## src/rtl/shf_pkg.sv

```systemverilog
package shf_pkg;

  typedef enum logic [2:0] {
    SHF_LSL   = 3'd0,
    SHF_LSR   = 3'd1,
    SHF_ASL   = 3'd2,
    SHF_ASR   = 3'd3,
    SHF_BIDIR = 3'd4,
    SHF_BIFIL = 3'd5,
    SHF_RSV6  = 3'd6,
    SHF_RSV7  = 3'd7
  } shf_mode_e;

  function automatic logic shf_is_std(input shf_mode_e m);
    return (m == SHF_LSL) || (m == SHF_LSR) || (m == SHF_ASL) || (m == SHF_ASR);
  endfunction

endpackage

```

## src/rtl/shf_extend.sv

```systemverilog
module shf_extend #(
  parameter int IN_W   = 8,
  parameter int OUT_W  = 12,
  parameter bit SIGNED = 1'b1
) (
  input  logic [IN_W-1:0]  din,
  output logic [OUT_W-1:0] dout
);
  localparam int PAD_W = OUT_W - IN_W;

  generate
    if (PAD_W > 0) begin : g_pad
      logic pad_bit;
      assign pad_bit = SIGNED ? din[IN_W-1] : 1'b0;
      assign dout    = {{PAD_W{pad_bit}}, din};
    end else begin : g_same
      assign dout = din[OUT_W-1:0];
    end
  endgenerate


  always_comb begin
    ext_low_chk: assert (dout[IN_W-1:0] == din)
      else $error("extension changed the low operand bits");
  end

endmodule

```

## src/rtl/shf_amount.sv

```systemverilog
module shf_amount #(
  parameter int B_W    = 4,
  parameter bit B_SGN  = 1'b0,
  parameter int WORK_W = 12
) (
  input  logic [B_W-1:0]                b,
  input  logic                          two_way,
  output logic                          neg,
  output logic [$clog2(WORK_W)-1:0]     sh,
  output logic                          over
);
  localparam int SH_W = $clog2(WORK_W);
  localparam int MW   = (B_W + 1 > SH_W) ? B_W + 1 : SH_W;

  logic [MW-1:0] b_wide;
  logic [MW-1:0] mag;

  always_comb begin
    neg    = B_SGN && two_way && b[B_W-1];
    b_wide = {{(MW-B_W){neg}}, b};
    mag    = neg ? (MW'(0) - b_wide) : b_wide;
    over   = (mag >= MW'(WORK_W));
    sh     = mag[SH_W-1:0];
  end


  always_comb begin
    zero_amt_chk: assert (b != '0 || (!neg && !over && sh == '0))
      else $error("zero amount decoded as a shift");
  end

endmodule

```

## src/rtl/shf_core.sv

```systemverilog
module shf_core #(
  parameter int W = 12
) (
  input  logic [W-1:0]          din,
  input  logic [$clog2(W)-1:0]  sh,
  input  logic                  over,
  input  logic                  left,
  input  logic                  fill,
  output logic [W-1:0]          dout
);
  localparam int STAGES = $clog2(W);

  function automatic logic [W-1:0] flip(input logic [W-1:0] v);
    logic [W-1:0] r;
    for (int i = 0; i < W; i++) r[i] = v[W-1-i];
    return r;
  endfunction

  logic [W-1:0] stg [STAGES+1];
  logic [W-1:0] shifted;

  assign stg[0] = left ? flip(din) : din;

  generate
    for (genvar s = 0; s < STAGES; s++) begin : g_stage
      localparam int D = 1 << s;
      assign stg[s+1] = sh[s] ? {{D{fill}}, stg[s][W-1:D]} : stg[s];
    end
  endgenerate

  always_comb begin
    shifted = over ? {W{fill}} : stg[STAGES];
    dout    = left ? flip(shifted) : shifted;
  end


  always_comb begin
    sat_fill_chk: assert (!over || dout == {W{fill}})
      else $error("saturated shift left operand bits");
  end


  always_comb begin
    no_shift_chk: assert (over || sh != '0 || dout == din)
      else $error("zero shift altered the data");
  end

endmodule

```

## src/rtl/shf_barrel.sv

```systemverilog
module shf_barrel #(
  parameter int A_WIDTH    = 8,
  parameter bit A_SIGNED   = 1'b1,
  parameter int B_WIDTH    = 4,
  parameter bit B_SIGNED   = 1'b0,
  parameter int Y_WIDTH    = 12,
  parameter bit FILL_VALUE = 1'b1
) (
  input  logic [A_WIDTH-1:0] a,
  input  logic [B_WIDTH-1:0] b,
  input  logic [2:0]         mode,
  output logic [Y_WIDTH-1:0] y
);
  import shf_pkg::*;

  localparam int WORK_W = (A_WIDTH > Y_WIDTH) ? A_WIDTH : Y_WIDTH;
  localparam int SH_W   = $clog2(WORK_W);

  shf_mode_e        m;
  logic [WORK_W-1:0] a_work;
  logic [WORK_W-1:0] shifted;
  logic [SH_W-1:0]  sh;
  logic             over;
  logic             neg;
  logic             two_way;
  logic             left;
  logic             fill;
  logic             rsv;

  assign m = shf_mode_e'(mode);

  shf_extend #(.IN_W(A_WIDTH), .OUT_W(WORK_W), .SIGNED(A_SIGNED)) u_ext (
    .din (a),
    .dout(a_work)
  );

  always_comb begin
    two_way = (m == SHF_BIDIR) || (m == SHF_BIFIL);
    rsv     = (m == SHF_RSV6) || (m == SHF_RSV7);
  end

  shf_amount #(.B_W(B_WIDTH), .B_SGN(B_SIGNED), .WORK_W(WORK_W)) u_amt (
    .b      (b),
    .two_way(two_way),
    .neg    (neg),
    .sh     (sh),
    .over   (over)
  );

  always_comb begin
    left = 1'b0;
    fill = 1'b0;
    unique case (m)
      SHF_LSL, SHF_ASL: left = 1'b1;
      SHF_ASR:          fill = A_SIGNED ? a_work[WORK_W-1] : 1'b0;
      SHF_BIDIR:        left = neg;
      SHF_BIFIL: begin
        left = neg;
        fill = FILL_VALUE;
      end
      default: ;
    endcase
  end

  shf_core #(.W(WORK_W)) u_core (
    .din  (a_work),
    .sh   (sh),
    .over (over),
    .left (left),
    .fill (fill),
    .dout (shifted)
  );

  assign y = rsv ? '0 : shifted[Y_WIDTH-1:0];


  always_comb begin
    amt_sign_cfg_chk: assert (!(B_SIGNED && shf_is_std(m)))
      else $error("signed amount used with a standard shift code");
  end


  always_comb begin
    rsv_zero_chk: assert (!(mode[2] && mode[1]) || y == '0)
      else $error("reserved code gave a nonzero result");
  end

endmodule

```

## config.mk

```make
export PLATFORM = sky130hd
export DESIGN_NAME = shf_barrel
export DESIGN_NICKNAME = d
export VERILOG_FILES = /design/src/rtl/shf_pkg.sv /design/src/rtl/shf_extend.sv /design/src/rtl/shf_amount.sv /design/src/rtl/shf_core.sv /design/src/rtl/shf_barrel.sv
export SDC_FILE = /design/constraint.sdc
export NUM_CORES = 1
export LEC_CHECK = 0
export BUFFER_PORTS_ARGS = -buffer_cell sky130_fd_sc_hd__buf_2
export CORE_UTILIZATION = 54
export DETAILED_ROUTE_END_ITERATION = 8
export PLACE_DENSITY = 0.78
export REMOVE_ABC_BUFFERS = 1
export SYNTH_ARGS = -nofsm -noshare
export SYNTH_HDL_FRONTEND = slang
export SYNTH_SLANG_ARGS = --single-unit
```

## constraint.sdc

```tcl
create_clock -name vclk -period 2.6
set_input_delay 0.26 -clock vclk [all_inputs]
set_output_delay 0.26 -clock vclk [all_outputs]
set_load 0.05 [all_outputs]
```

==> flow_results.xml <==
<?xml version="1.0" encoding="UTF-8"?>
<metrics>
  <group name="run_status">
    <metric name="run_status" unit="">finished, final reports clean</metric>
  </group>
  <group name="power">
    <metric name="seq_power_share" unit="">0</metric>
    <metric name="sw_frac_of_total" unit="">0.663</metric>
    <metric name="p_int" unit="uW">106</metric>
    <metric name="clock_power_share" unit="">0</metric>
    <metric name="switchingPower" unit="uW">208</metric>
    <metric name="total_power" unit="uW">314</metric>
    <metric name="maximum_resistive_drop_on_vdd" unit="uV">148</metric>
    <metric name="leakage" unit="uW">0.000477</metric>
    <metric name="p_per_area" unit="mW/mm^2">259</metric>
    <metric name="share_comb_of_total_power" unit="">1.000</metric>
  </group>
  <group name="critical_path">
    <metric name="crit_type" unit="">in -&gt; out</metric>
    <metric name="end_kind" unit="">output pin</metric>
    <metric name="timing.critical_path.arrival" unit="ns">2.16</metric>
    <metric name="critPathLaunchType" unit="">input pin</metric>
    <metric name="crit_path_max_fanout" unit="">19</metric>
    <metric name="worst_ep_required_time" unit="ns">2.34</metric>
    <metric name="timing.critical_path.from" unit="">mode[2]</metric>
  </group>
  <group name="sta">
    <metric name="hold_violations" unit="">0</metric>
    <metric name="setup-violations-final" unit="">0</metric>
    <metric name="worst_slew_pin_slew" unit="ns">0.463</metric>
    <metric name="post-route-worst-setup-slack" unit="ns">0.184</metric>
    <metric name="timing.final.crit_period" unit="ns">2.42</metric>
    <metric name="timing.final.max_slew_violations" unit="">0</metric>
    <metric name="fmax" unit="MHz">414</metric>
    <metric name="max_slew_margin" unit="">0.692</metric>
    <metric name="layout_worst_path_cycle_share" unit="">0.929</metric>
    <metric name="hold_ws" unit="ns">1.04</metric>
    <metric name="rsz0062_at_grt" unit="">false</metric>
    <metric name="final.setup.tns" unit="ns">0</metric>
  </group>
  <group name="global_routing">
    <metric name="antenna_found_initial" unit="">0</metric>
    <metric name="gr-usage-all-layers" unit="">0.319</metric>
    <metric name="largest_net_degree_at_the_start_of_global_routing" unit="">23</metric>
    <metric name="grt_pass1_vias" unit="">1053</metric>
    <metric name="grt_pass1_wl" unit="um">5100</metric>
    <metric name="grt_overflow_total" unit="">0</metric>
  </group>
  <group name="synth">
    <metric name="post-synth-top-area-cell" unit="">mux4_2</metric>
    <metric name="synthesis.area" unit="mm^2">0.00109</metric>
    <metric name="yosys.area.top_type_share" unit="">0.103</metric>
    <metric name="synth.distinct_cells" unit="">54</metric>
    <metric name="synthCells" unit="">151</metric>
    <metric name="yosysWarningCount" unit="">0</metric>
    <metric name="postSynthAreaPerCell" unit="um^2">7.24</metric>
    <metric name="synth.top_cells.by_count" unit="">nand2_1, o21ai_0, buf_2</metric>
    <metric name="post-synth-top-count-cell" unit="">nand2_1</metric>
    <metric name="synth.area.top_cells" unit="">mux4_2, nand2_1, o211ai_1</metric>
    <metric name="sequential_to_total_area_share_from_yosys_stat" unit="">0</metric>
  </group>
  <group name="die">
    <metric name="initial_cell_density_of_the_core" unit="">0.601</metric>
    <metric name="die-height" unit="um">47</metric>
    <metric name="fp.dieArea" unit="mm^2">0.00221</metric>
    <metric name="std_cell_rows" unit="">15</metric>
    <metric name="design.portCount" unit="">27</metric>
    <metric name="dieWidth" unit="um">47</metric>
    <metric name="core_region_area" unit="mm^2">0.00182</metric>
  </group>
  <group name="layout">
    <metric name="final.clkbuf_count" unit="">0</metric>
    <metric name="final_layout_size_suffix_gt1_frac" unit="">0.286</metric>
    <metric name="final_area" unit="mm^2">0.00121</metric>
    <metric name="design.seq.count" unit="">0</metric>
    <metric name="insertedDiodeCount" unit="">0</metric>
    <metric name="areaGrowthSynthToFinish" unit="%">10.8</metric>
    <metric name="finish.net_count" unit="">185</metric>
    <metric name="seq_area" unit="um^2">0</metric>
  </group>
  <group name="placement">
    <metric name="dpl-instance-area" unit="mm^2">0.00121</metric>
    <metric name="final_estimated_routing_congestion_in_global_placement" unit="">1.00</metric>
    <metric name="numPortBuffers" unit="">27</metric>
    <metric name="dpl_worst_slack" unit="ns">0.195</metric>
    <metric name="detailedPlacementHpwl" unit="um">2560</metric>
  </group>
  <group name="clock_tree">
    <metric name="cts_post_setup_buffers_inserted" unit="">0</metric>
    <metric name="ctsHoldBuffers" unit="">0</metric>
    <metric name="ctsResizeCount" unit="">0</metric>
  </group>
  <group name="drt">
    <metric name="route.detailed.wl_per_inst" unit="um">17.5</metric>
    <metric name="via_count" unit="">1370</metric>
    <metric name="postRouteAntennaNets" unit="">0</metric>
    <metric name="drt_pass1_iterations" unit="">4</metric>
    <metric name="number_of_drc_markers_after_the_initial_detailed_route_iteration" unit="">71</metric>
    <metric name="route.detailed.vias_per_inst" unit="">7.10</metric>
    <metric name="routed_wire_length" unit="um">3370</metric>
    <metric name="drc" unit="">0</metric>
  </group>
  <group name="hold_path">
    <metric name="min_delay_path_depth" unit="">5</metric>
    <metric name="worstHoldPathType" unit="">in -&gt; out</metric>
    <metric name="holdCritStartpoint" unit="">mode[1]</metric>
  </group>
  <group name="run">
    <metric name="maxCapViolations" unit="">0</metric>
  </group>
</metrics>
metal layers:
layer  routed length (um)  vias to the layer above  share of wire  GRT usage
met4                   40                        0          0.012     0.0514
met3                  287                        6          0.085     0.0154
met5                    0                        -              0          0
met2                 1650                       81           0.49      0.522
met1                 1400                      632           0.41      0.470
li1                     -                      651              -          -
path summary, 6_finish.rpt:
| check | end | slack (ns) |
|---|---|---|
| setup / recovery | y[5] | 0.18 |
| hold / removal | y[1] | 1.04 |
cell usage in the layout, fill, tap and decap left out, types with 3 or more instances in the layout:
cell and n:
a21oi_1 6, a22o_1 3, a311oi_1 3, a32o_1 3, buf_2 27, buf_4 7, inv_1 3, mux2_2 3
mux2i_1 3, mux4_2 5, nand2_1 15, nand3_1 7, nand4_1 3, nor2_1 7, nor2b_1 4, nor3_1 3
o2111ai_1 3, o211ai_1 7, o21a_1 3, o21ai_0 10, o21ai_1 3
power groups by stage:
stage | logic (uW) | registers [uW] | clock network [uW]
after floorplan | 212 | 0 | 0
after global placement | 304 | 0 | 0
after detailed placement | 310 | 0 | 0
after CTS | 311 | 0 | 0
after global routing | 336 | 0 | 0
final | 314 | 0 | 0
cell type report:
cell class                      instances  area, um^2
Multi-Input combinational cell        131         981
Fill cell                             172         609
Timing Repair Buffer                   34         188
Inverter                                3        11.3
Tap cell                               25        31.3
logic make-up after synthesis:
family,synth area share
compound gates,0.474
simple gates,0.254
buf+inv,0.103
mux,0.161
xor+xnor,0.00801
worst max-delay path: stages:
cell and delay, ns:
buf_2 0.20, nor2_4 0.27, mux4_2 0.55, a22oi_1 0.21
o21ai_1 0.10, a221o_1 0.36, buf_2 0.21
through the flow:
step           cells   util
2_1_floorplan    134      -
3_3_place_gp     193  0.665
3_5_place_dp     193  0.665
4_1_cts          193  0.665
5_1_grt          193  0.665
6_report         193  0.665
No activity file was read; power rests on OpenSTA's default activity.
